===== src/rtl/frc_pkg.sv =====
package frc_pkg;

    localparam int AXW = 12;

    typedef enum logic [2:0] {
        ST_BOOT,
        ST_PASS,
        ST_ENTER,
        ST_FREE,
        ST_EXIT
    } frc_state_t;

    typedef struct packed {
        logic [AXW-1:0] tot;
        logic [AXW-1:0] act;
        logic [AXW-1:0] fp;
        logic [AXW-1:0] sw;
    } axis_t;

    function automatic axis_t h_axis(input logic [1:0] f);
        axis_t a;
        unique case (f)
            2'd0:    a = '{tot: 12'd800,  act: 12'd640,  fp: 12'd16, sw: 12'd96};
            2'd1:    a = '{tot: 12'd2200, act: 12'd1920, fp: 12'd88, sw: 12'd44};
            default: a = '{tot: 12'd20,   act: 12'd12,   fp: 12'd2,  sw: 12'd3};
        endcase
        return a;
    endfunction

    function automatic axis_t v_axis(input logic [1:0] f);
        axis_t a;
        unique case (f)
            2'd0:    a = '{tot: 12'd525,  act: 12'd480,  fp: 12'd10, sw: 12'd2};
            2'd1:    a = '{tot: 12'd1125, act: 12'd1080, fp: 12'd4,  sw: 12'd5};
            default: a = '{tot: 12'd10,   act: 12'd6,    fp: 12'd1,  sw: 12'd2};
        endcase
        return a;
    endfunction

endpackage


===== src/rtl/frc_timing.sv =====
module frc_timing
    import frc_pkg::*;
(
    input  logic       clk,
    input  logic       rst_n,
    input  logic [1:0] fmt_sel,
    output logic       g_de,
    output logic       g_hs,
    output logic       g_vs,
    output logic       frame_end
);
    axis_t ht, vt;
    logic [AXW-1:0] hcnt, vcnt;
    logic line_end;

    assign ht = h_axis(fmt_sel);
    assign vt = v_axis(fmt_sel);

    assign line_end  = (hcnt >= ht.tot - 12'd1);
    assign frame_end = line_end && (vcnt >= vt.tot - 12'd1);

    always_ff @(posedge clk) begin
        if (!rst_n) begin
            hcnt <= '0;
            vcnt <= '0;
        end else if (line_end) begin
            hcnt <= '0;
            vcnt <= (vcnt >= vt.tot - 12'd1) ? '0 : vcnt + 12'd1;
        end else begin
            hcnt <= hcnt + 12'd1;
        end
    end

    assign g_de = (hcnt < ht.act) && (vcnt < vt.act);
    assign g_hs = (hcnt >= ht.act + ht.fp) && (hcnt < ht.act + ht.fp + ht.sw);
    assign g_vs = (vcnt >= vt.act + vt.fp) && (vcnt < vt.act + vt.fp + vt.sw);
endmodule


===== src/rtl/frc_color.sv =====
module frc_color #(
    parameter int CW = 10
) (
    input  logic          man_col,
    input  logic          auto_col,
    input  logic          ycbcr,
    input  logic          g_de,
    input  logic [7:0]    col_a,
    input  logic [7:0]    col_b,
    input  logic [7:0]    col_c,
    output logic [CW-1:0] px_a,
    output logic [CW-1:0] px_b,
    output logic [CW-1:0] px_c
);
    localparam int NCH = 3;
    localparam logic [7:0] LUMA_BLK   = 8'h10;
    localparam logic [7:0] CHROMA_MID = 8'h80;

    logic [7:0]    c8   [NCH];
    logic [CW-1:0] wide [NCH];

    always_comb begin
        if (!g_de) begin
            c8[0] = ycbcr ? LUMA_BLK   : 8'h00;
            c8[1] = ycbcr ? CHROMA_MID : 8'h00;
            c8[2] = ycbcr ? CHROMA_MID : 8'h00;
        end else if (man_col) begin
            c8[0] = col_a;
            c8[1] = col_b;
            c8[2] = col_c;
        end else if (auto_col) begin
            c8[0] = ycbcr ? LUMA_BLK   : 8'h00;
            c8[1] = ycbcr ? CHROMA_MID : 8'h00;
            c8[2] = ycbcr ? CHROMA_MID : 8'h00;
        end else begin
            c8[0] = 8'h00;
            c8[1] = 8'h00;
            c8[2] = 8'h00;
        end
    end

    for (genvar g = 0; g < NCH; g++) begin : g_align
        if (CW > 8) begin : g_pad
            assign wide[g] = {c8[g], {(CW-8){1'b0}}};
        end else begin : g_exact
            assign wide[g] = c8[g];
        end
    end

    assign px_a = wide[0];
    assign px_b = wide[1];
    assign px_c = wide[2];
endmodule


===== src/rtl/frc_ctrl.sv =====
module frc_ctrl
    import frc_pkg::*;
(
    input  logic clk,
    input  logic rst_n,
    input  logic want,
    input  logic frame_end,
    output logic use_gen
);
    frc_state_t state, nxt;

    always_ff @(posedge clk) begin
        if (!rst_n) state <= ST_BOOT;
        else        state <= nxt;
    end

    always_comb begin
        nxt = state;
        unique case (state)
            ST_BOOT:  nxt = want ? ST_FREE : ST_PASS;
            ST_PASS:  if (want) nxt = frame_end ? ST_FREE : ST_ENTER;
            ST_ENTER: begin
                if (!want)          nxt = ST_PASS;
                else if (frame_end) nxt = ST_FREE;
            end
            ST_FREE:  if (!want) nxt = frame_end ? ST_PASS : ST_EXIT;
            ST_EXIT:  begin
                if (want)           nxt = ST_FREE;
                else if (frame_end) nxt = ST_PASS;
            end
            default:  nxt = ST_BOOT;
        endcase
    end

    always_comb begin
        unique case (state)
            ST_BOOT:          use_gen = want;
            ST_FREE, ST_EXIT: use_gen = 1'b1;
            default:          use_gen = 1'b0;
        endcase
    end
endmodule


===== src/rtl/frc_top.sv =====
module frc_top #(
    parameter int CW = 10
) (
    input  logic          clk,
    input  logic          rst_n,
    input  logic          in_valid,
    input  logic          force_fr,
    input  logic          man_col,
    input  logic          auto_col,
    input  logic          ycbcr,
    input  logic [1:0]    fmt_sel,
    input  logic [7:0]    col_a,
    input  logic [7:0]    col_b,
    input  logic [7:0]    col_c,
    input  logic [CW-1:0] pin_a,
    input  logic [CW-1:0] pin_b,
    input  logic [CW-1:0] pin_c,
    input  logic          pin_hs,
    input  logic          pin_vs,
    input  logic          pin_de,
    output logic [CW-1:0] out_a,
    output logic [CW-1:0] out_b,
    output logic [CW-1:0] out_c,
    output logic          out_hs,
    output logic          out_vs,
    output logic          out_de
);
    logic g_de, g_hs, g_vs, gen_fe, use_gen, want;
    logic [CW-1:0] px_a, px_b, px_c;

    assign want = force_fr || !in_valid;

    frc_timing u_tim (
        .clk(clk), .rst_n(rst_n), .fmt_sel(fmt_sel),
        .g_de(g_de), .g_hs(g_hs), .g_vs(g_vs), .frame_end(gen_fe)
    );

    frc_color #(.CW(CW)) u_col (
        .man_col(man_col), .auto_col(auto_col), .ycbcr(ycbcr), .g_de(g_de),
        .col_a(col_a), .col_b(col_b), .col_c(col_c),
        .px_a(px_a), .px_b(px_b), .px_c(px_c)
    );

    frc_ctrl u_ctl (
        .clk(clk), .rst_n(rst_n), .want(want), .frame_end(gen_fe), .use_gen(use_gen)
    );

    always_ff @(posedge clk) begin
        if (!rst_n) begin
            out_a  <= '0;
            out_b  <= '0;
            out_c  <= '0;
            out_hs <= 1'b0;
            out_vs <= 1'b0;
            out_de <= 1'b0;
        end else if (use_gen) begin
            out_a  <= px_a;
            out_b  <= px_b;
            out_c  <= px_c;
            out_hs <= g_hs;
            out_vs <= g_vs;
            out_de <= g_de;
        end else begin
            out_a  <= pin_a;
            out_b  <= pin_b;
            out_c  <= pin_c;
            out_hs <= pin_hs;
            out_vs <= pin_vs;
            out_de <= pin_de;
        end
    end
endmodule


===== config.mk =====
export PLATFORM = sky130hd
export DESIGN_NAME = frc_top
export DESIGN_NICKNAME = d
export VERILOG_FILES = /design/src/rtl/frc_pkg.sv /design/src/rtl/frc_timing.sv /design/src/rtl/frc_color.sv /design/src/rtl/frc_ctrl.sv /design/src/rtl/frc_top.sv
export SDC_FILE = /design/constraint.sdc
export NUM_CORES = 1
export LEC_CHECK = 0
export ABC_AREA = 1
export BUFFER_PORTS_ARGS = -buffer_cell sky130_fd_sc_hd__buf_2
export CAP_MARGIN = 25
export CORE_UTILIZATION = 51
export CTS_BUF_LIST = sky130_fd_sc_hd__clkbuf_8
export DETAILED_ROUTE_END_ITERATION = 10
export PLACE_DENSITY = 0.79
export SYNTH_ARGS = -nofsm -noshare
export SYNTH_HDL_FRONTEND = slang
export SYNTH_SLANG_ARGS = --single-unit

===== constraint.sdc =====
create_clock -name clk -period 2.9 [get_ports clk]
set_clock_uncertainty 0.05 [all_clocks]
set_input_delay 0.29 -clock clk [delete_from_list [all_inputs] [get_ports clk]]
set_output_delay 0.29 -clock clk [all_outputs]
set_load 0.02 [all_outputs]

==> results of run 1 <==
-- cell usage in the layout (no fill, tap or decap), types with 4 or more instances in the layout --
master and count:
clkbuf_8 11, inv_1 66, buf_4 6, nand2_1 151, dfxtp_1 60, nor3_1 10
o21ai_0 15, nor2_1 47, nor2_2 4, a21oi_1 38, xor2_1 6, nand2_2 4
conb_1 6, nand3_1 24, a21o_1 5, buf_2 98, inv_2 4, nand4_1 12
o21ai_2 19, ha_1 66, a31oi_1 4
-- worst max-delay path, stage by stage --
cell and delay, ps:
buf_2 130, nor2_1 150, inv_1 100, ha_1 270, inv_1 170, nand2_1 100, ha_1 320, nand2_1 80
inv_1 60, nand2_1 60, nor2_1 120, nand2_1 90, nand3_1 120, nand2_1 140, nand2_1 120, nand2_1 120
a21oi_1 160, nor2_1 60
-- logic make-up after synthesis --
group | Yosys count | synth area share [%]
other | 1 | 0.0880
adder cells (fa/ha/maj) | 66 | 19.4
AND/OR/NAND/NOR | 270 | 28.6
buffers and inverters | 82 | 8.08
flip-flops | 60 | 28.2
AO/OA/AOI/OAI | 96 | 14.4
XOR/XNOR | 6 | 1.23
-- worst paths after layout --
check,slack [ps],start,end,cells past startpoint
min reg2reg,440,u_tim.hcnt[0],u_tim.hcnt[0],1
min,110,pin_c[6],out_c[6],3
max reg2reg,760,u_tim.hcnt[7],u_ctl.state[0],11
max,430,fmt_sel[1],u_ctl.state[2],18
-- power breakdown --
group	switching [W]	leakage, nW	total (W)	internal (W)
Clock	0.000318	0.0872	0.000667	0.000349
Sequential	0.0000473	0.492	0.000987	0.000939
Combinational	0.000499	2.13	0.000751	0.000251
Total	0.000865	2.71	0.00240	0.00154
-- area by class of cell --
class / instances / area (um2)
fill: 711 / 2840
multi-input combinational: 444 / 2730
sequential: 60 / 1200
timing repair buffer: 104 / 536
inverter: 72 / 273
clock buffer: 11 / 151
tap: 102 / 128
clock inverter: 4 / 25.0
-- cells in the mapped netlist, drive strengths merged, types with 2 or more instances --
library cell / number
a21oi: 40
nand2: 158
nand4: 12
o21bai: 3
nor3b: 2
nand3: 27
o211ai: 2
a31oi: 4
o21a: 3
nor3: 12
clkbuf: 3
or2: 2
nor2: 54
xor2: 6
ha: 66
inv: 71
dfxtp: 60
o31ai: 2
a21o: 5
o21ai: 35
buf: 7
-- state kept, by name (all words and copies together), names as in the netlist, 3 cells and up --
signal       cells
u_tim.hcnt      12
u_tim.vcnt      12
out_c           10
out_a           10
out_b           10
u_ctl.state      3
-- per-stage QoR --
step | std cells | worst slack (ps) | utilization [%] | power (W) | hold slack (ps)
after global placement | 782 | 235 | 61.7 | 0.00173 | 415
final | 797 | 426 | 64.0 | 0.00240 | 111
after detailed placement | 782 | 129 | 61.7 | 0.00175 | 426
after floorplan | 586 | 5.75 | - | 0.00152 | 350
after global routing | 797 | 120 | 64.0 | 0.00254 | 106
after CTS | 797 | 460 | 64.0 | 0.00242 | 102
-- layer usage --
layer  global-route usage, %  wire, um
met5                       0         0
met4                    8.33       212
met3                    3.58       355
met2                    45.2      5550
met1                    31.4      4640
==> out/results.ini, run 1 <==
[routing]
dr.pass1.iters=4
wl_per_cell_um=13.5
routed_wl_um=10800
vias=4145
first_iter_violations=128
ant_nets=0
routed_via_density=5.20
drt_drc_violations_left=0

[grt]
grt_pass1_wl_um=17600
grt_pass1_vias=3963
antenna_found_initial=0
overflow=0
grt_max_degree=26
grtUsageTotal_pct=25.4

[logic_synthesis]
ys_seq_area_share_pct=28.2
synth-async-reset-ratio_pct=0
netlist_instances=581
ys_seq_elements=60
netlist_area_mm2=0.00426
ys.flop_type=dfxtp_1
yosysUniqueCellTypes=43
ys_warn_count=0
yosys.area.top_type=dfxtp_1
synth.area.top_cells=dfxtp_1 (28%), ha_1 (19%), nand2_1 (13%), inv_1 (5.8%), a21oi_1 (4.5%)
synth_edf_count=0
avgSynthCellArea_um2=7.33
synth_top_cell_area_share_pct=28.2

[floorplanning]
die_area_mm2=0.00872
rows=32
io-pin-count=99
initial_core_util_pct=54.0
die_w_um=93.4
chipHeight_um=93.4
core_mm2=0.00789

[placed_design]
dp_hpwl_um=8650
io_buffers=98
gp_routability_congestion=0.866
place_area_mm2=0.00487

[cells_and_area]
nets=823
final_area_mm2=0.00505
syn_to_final_growth_pct=18.5
drive_above_1_share_pct=24.0
antenna-diode-count=0

[sta]
final-hold-violation-count=0
slew_violations=0
timing.fmax_mhz=404
tightest_slew_ps=768
min_period_ps=2470
fin_tns_setup_ps=0
rsz0062_at_grt=no
setup_violations=0
min_period_over_period_pct=85.3
slew_headroom_pct=48.7

[setup_path]
worst_ep_arrival_time_ps=2650
worstSetupPathType=in2reg
path_max_fanout=6
worstPathRequired_ps=3070
end_kind=flip-flop
cp-start-kind=primary input

[status]
run_status=complete, no violations

[clock_tree]
cts_setup_buffers=0
ctsResizeCount=0
clock-sinks=60
clock_latency_ps=330
cts_hold_repair.buffers=0
clk_pin_slew_ps=70
cts_tree=yes
cts_root_buf=clkbuf_8
cts_buffers=9
htree_levels=3
clock_path_buffers=2

[hold_path]
hold_class=in2reg

[flow_run]
drv_cap=0

[power]
leakagePower_nw=2.71
power_density_mw_per_mm2=476
ir_drop_uv=338

Note: power is estimated with default switching activity, not from simulation.
==> run 2, diff against run 1 <==
--- a/config.mk
+++ b/config.mk
@@ -8,10 +8,10 @@
 export ABC_AREA = 1
 export BUFFER_PORTS_ARGS = -buffer_cell sky130_fd_sc_hd__buf_2
 export CAP_MARGIN = 25
-export CORE_UTILIZATION = 51
+export CORE_UTILIZATION = 45
 export CTS_BUF_LIST = sky130_fd_sc_hd__clkbuf_8
 export DETAILED_ROUTE_END_ITERATION = 10
-export PLACE_DENSITY = 0.79
+export PLACE_DENSITY = 0.71
 export SYNTH_ARGS = -nofsm -noshare
 export SYNTH_HDL_FRONTEND = slang
 export SYNTH_SLANG_ARGS = --single-unit
==> run 2 against run 1 <==
  * Largest cell class unchanged
  * Power increased by 7.1%
  * First-iteration DRC count up 16%
  * Sequential share of layout area shrank 0.31 points
==> out/results.ini, run 2 (synthesis results as in run 1) <==
[setup_path]
max_stage_delay_ps=300
r2r_end=out_b[3]
rrSetupSlack_ps=790
cp_top_family=simple AND/OR/NAND/NOR gates
crit_top_cell=nand2_1
crit_start=fmt_sel[1]
cp_cell_sequence=buf_2 -> nor2_1 -> inv_1 -> ha_1 -> inv_1 -> nand2_1 -> ha_1 -> nand2_1 -> nor2_1 -> nand2_1 -> nand3_2 -> buf_4 -> nand2_2 -> nor2_4 -> nand2_1 -> o21ai_1 -> nor2_1
worstSetupPathType=in2reg
path_max_fanout=7
worstReg2RegStart=u_tim.vcnt[3]
worstRegToRegCells=9
worstPathRequired_ps=3080
cp.buffers_inverters=4
endpoint=u_tim.vcnt[7]
worst_ep_arrival_time_ps=2640
cp-start-kind=primary input
cp.depth=17
cp_slowest_cell=ha_1
end_kind=flip-flop

[routing]
wl_per_cell_um=12.9
routed_via_density=5.05
drt_drc_violations_left=0
first_iter_violations=149
dr.pass1.iters=4
vias=4084
routed_wl_um=10400
ant_nets=0

[floorplanning]
die_w_um=99.3
initial_core_util_pct=46.3
core_mm2=0.00920
die_area_mm2=0.00986
rows=35
io-pin-count=99
chipHeight_um=99.3

[cells_and_area]
final_common_cell=nand2_1
drive_above_1_share_pct=24.2
syn_to_final_growth_pct=20.0
layout_common_cells=nand2_1 (151), buf_2 (98), inv_1 (66), ha_1 (66), dfxtp_1 (60)
antenna-diode-count=0
nFillCells=900
nets=824
reg_top3=u_tim.hcnt (12), u_tim.vcnt (12)

[placed_design]
io_buffers=98
gp_routability_congestion=0.873
dp_hpwl_um=8250

[sta]
min_period_ps=2460
min_period_over_period_pct=84.7
slew_violations=0
rsz0062_at_grt=no
tightest_slew_ps=533
final-hold-violation-count=0
timing.fmax_mhz=407
fin_tns_setup_ps=0
setup_violations=0
slew_headroom_pct=64.2
holdWs_ps=86.4

[power]
combPwrFrac_pct=28.9
ir_drop_uv=244
p_int_w=0.00168
leakagePower_nw=2.74
power_frac_seq_pct=38.2
switchingPower_w=0.000896
clock_power_share_pct=32.8
power_density_mw_per_mm2=504
swShare_pct=34.8

[clock_tree]
clock-sinks=60
ctsResizeCount=0
cts_hold_repair.buffers=0
htree_levels=3
clock_latency_ps=350
cts_setup_buffers=0
cts_root_buf=clkbuf_8
cts_tree=yes
cts_buffers=9
clock_path_buffers=2
clk_pin_slew_ps=80

[grt]
grt_pass1_vias=3855
grt_pass1_wl_um=17100
antenna_found_initial=0
overflow=0
grtUsageTotal_pct=21.8
grt_max_degree=27

[status]
run_status=complete, no violations

[flow_run]
drv_cap=0

[hold_path]
hold_class=in2reg

## run 2: changes by cell type in the layout (fill, tap and decap cells not counted), sizes merged
cell,before,now
buf,104,105
clkbuf,11,9
clkinv,3,5
bufinv,0,2
clkinvlp,2,0
inv,71,72
## run 2: area by class of cell
type	instances	area (um2)	share of cell area (%)
Sequential cell	60	1200	23.5
Tap cell	111	139	2.72
Inverter	72	273	5.34
Clock inverter	7	100	1.96
Clock buffer	9	124	2.42
Multi-Input combinational cell	444	2730	53.5
Timing Repair Buffer	105	543	10.6
## run 2: worst register-to-register path: stages (launching register included)
cell,delay [ps]
dfxtp_1,490
ha_1,320
a21o_1,160
a31oi_1,210
nor2_1,80
nor2_1,90
nand2_1,110
inv_2,110
nand2_4,200
o21ai_0,210
## run 2: power groups by stage
stage	Combinational [W]	Clock (W)	Sequential, W
finish	0.000745	0.000846	0.000984
global route	0.000825	0.000915	0.000995
CTS	0.000748	0.000865	0.000984
detailed placement	0.000746	0	0.00100
global placement	0.000724	0	0.000999
floorplan	0.000395	0	0.00113
## run 2: how the worst min path moves through the flow
stage                        from             to  slack (ps)  cells past startpoint
finish                   pin_c[4]       out_c[4]          90                      3
global route             pin_c[4]       out_c[4]          80                      3
global placement    u_tim.hcnt[0]  u_tim.hcnt[0]         410                      1
detailed placement  u_tim.hcnt[0]  u_tim.hcnt[0]         420                      1
CTS                      pin_c[4]       out_c[4]          80                      3
floorplan                  pin_vs         out_vs         350                      2
## run 2: per-layer routing
metal	wire length, um	up-vias	global-route usage (%)
li1	-	2126	-
met1	4420	1872	25.6
met2	5450	67	39.4
met3	288	19	3.37
met4	241	0	8.82
met5	0	-	0
## run 2: per-stage QoR
step           worst slack, ps  utilization [%]  power (W)  std cells  cell area [um2]
2_1_floorplan             5.75                -    0.00152        586             4280
3_3_place_gp               204             53.2    0.00172        792             4890
3_5_place_dp               115             53.2    0.00175        792             4890
4_1_cts                    462             55.6    0.00260        808             5110
5_1_grt                    207             55.6    0.00274        808             5110
6_report                   443             55.6    0.00258        808             5110
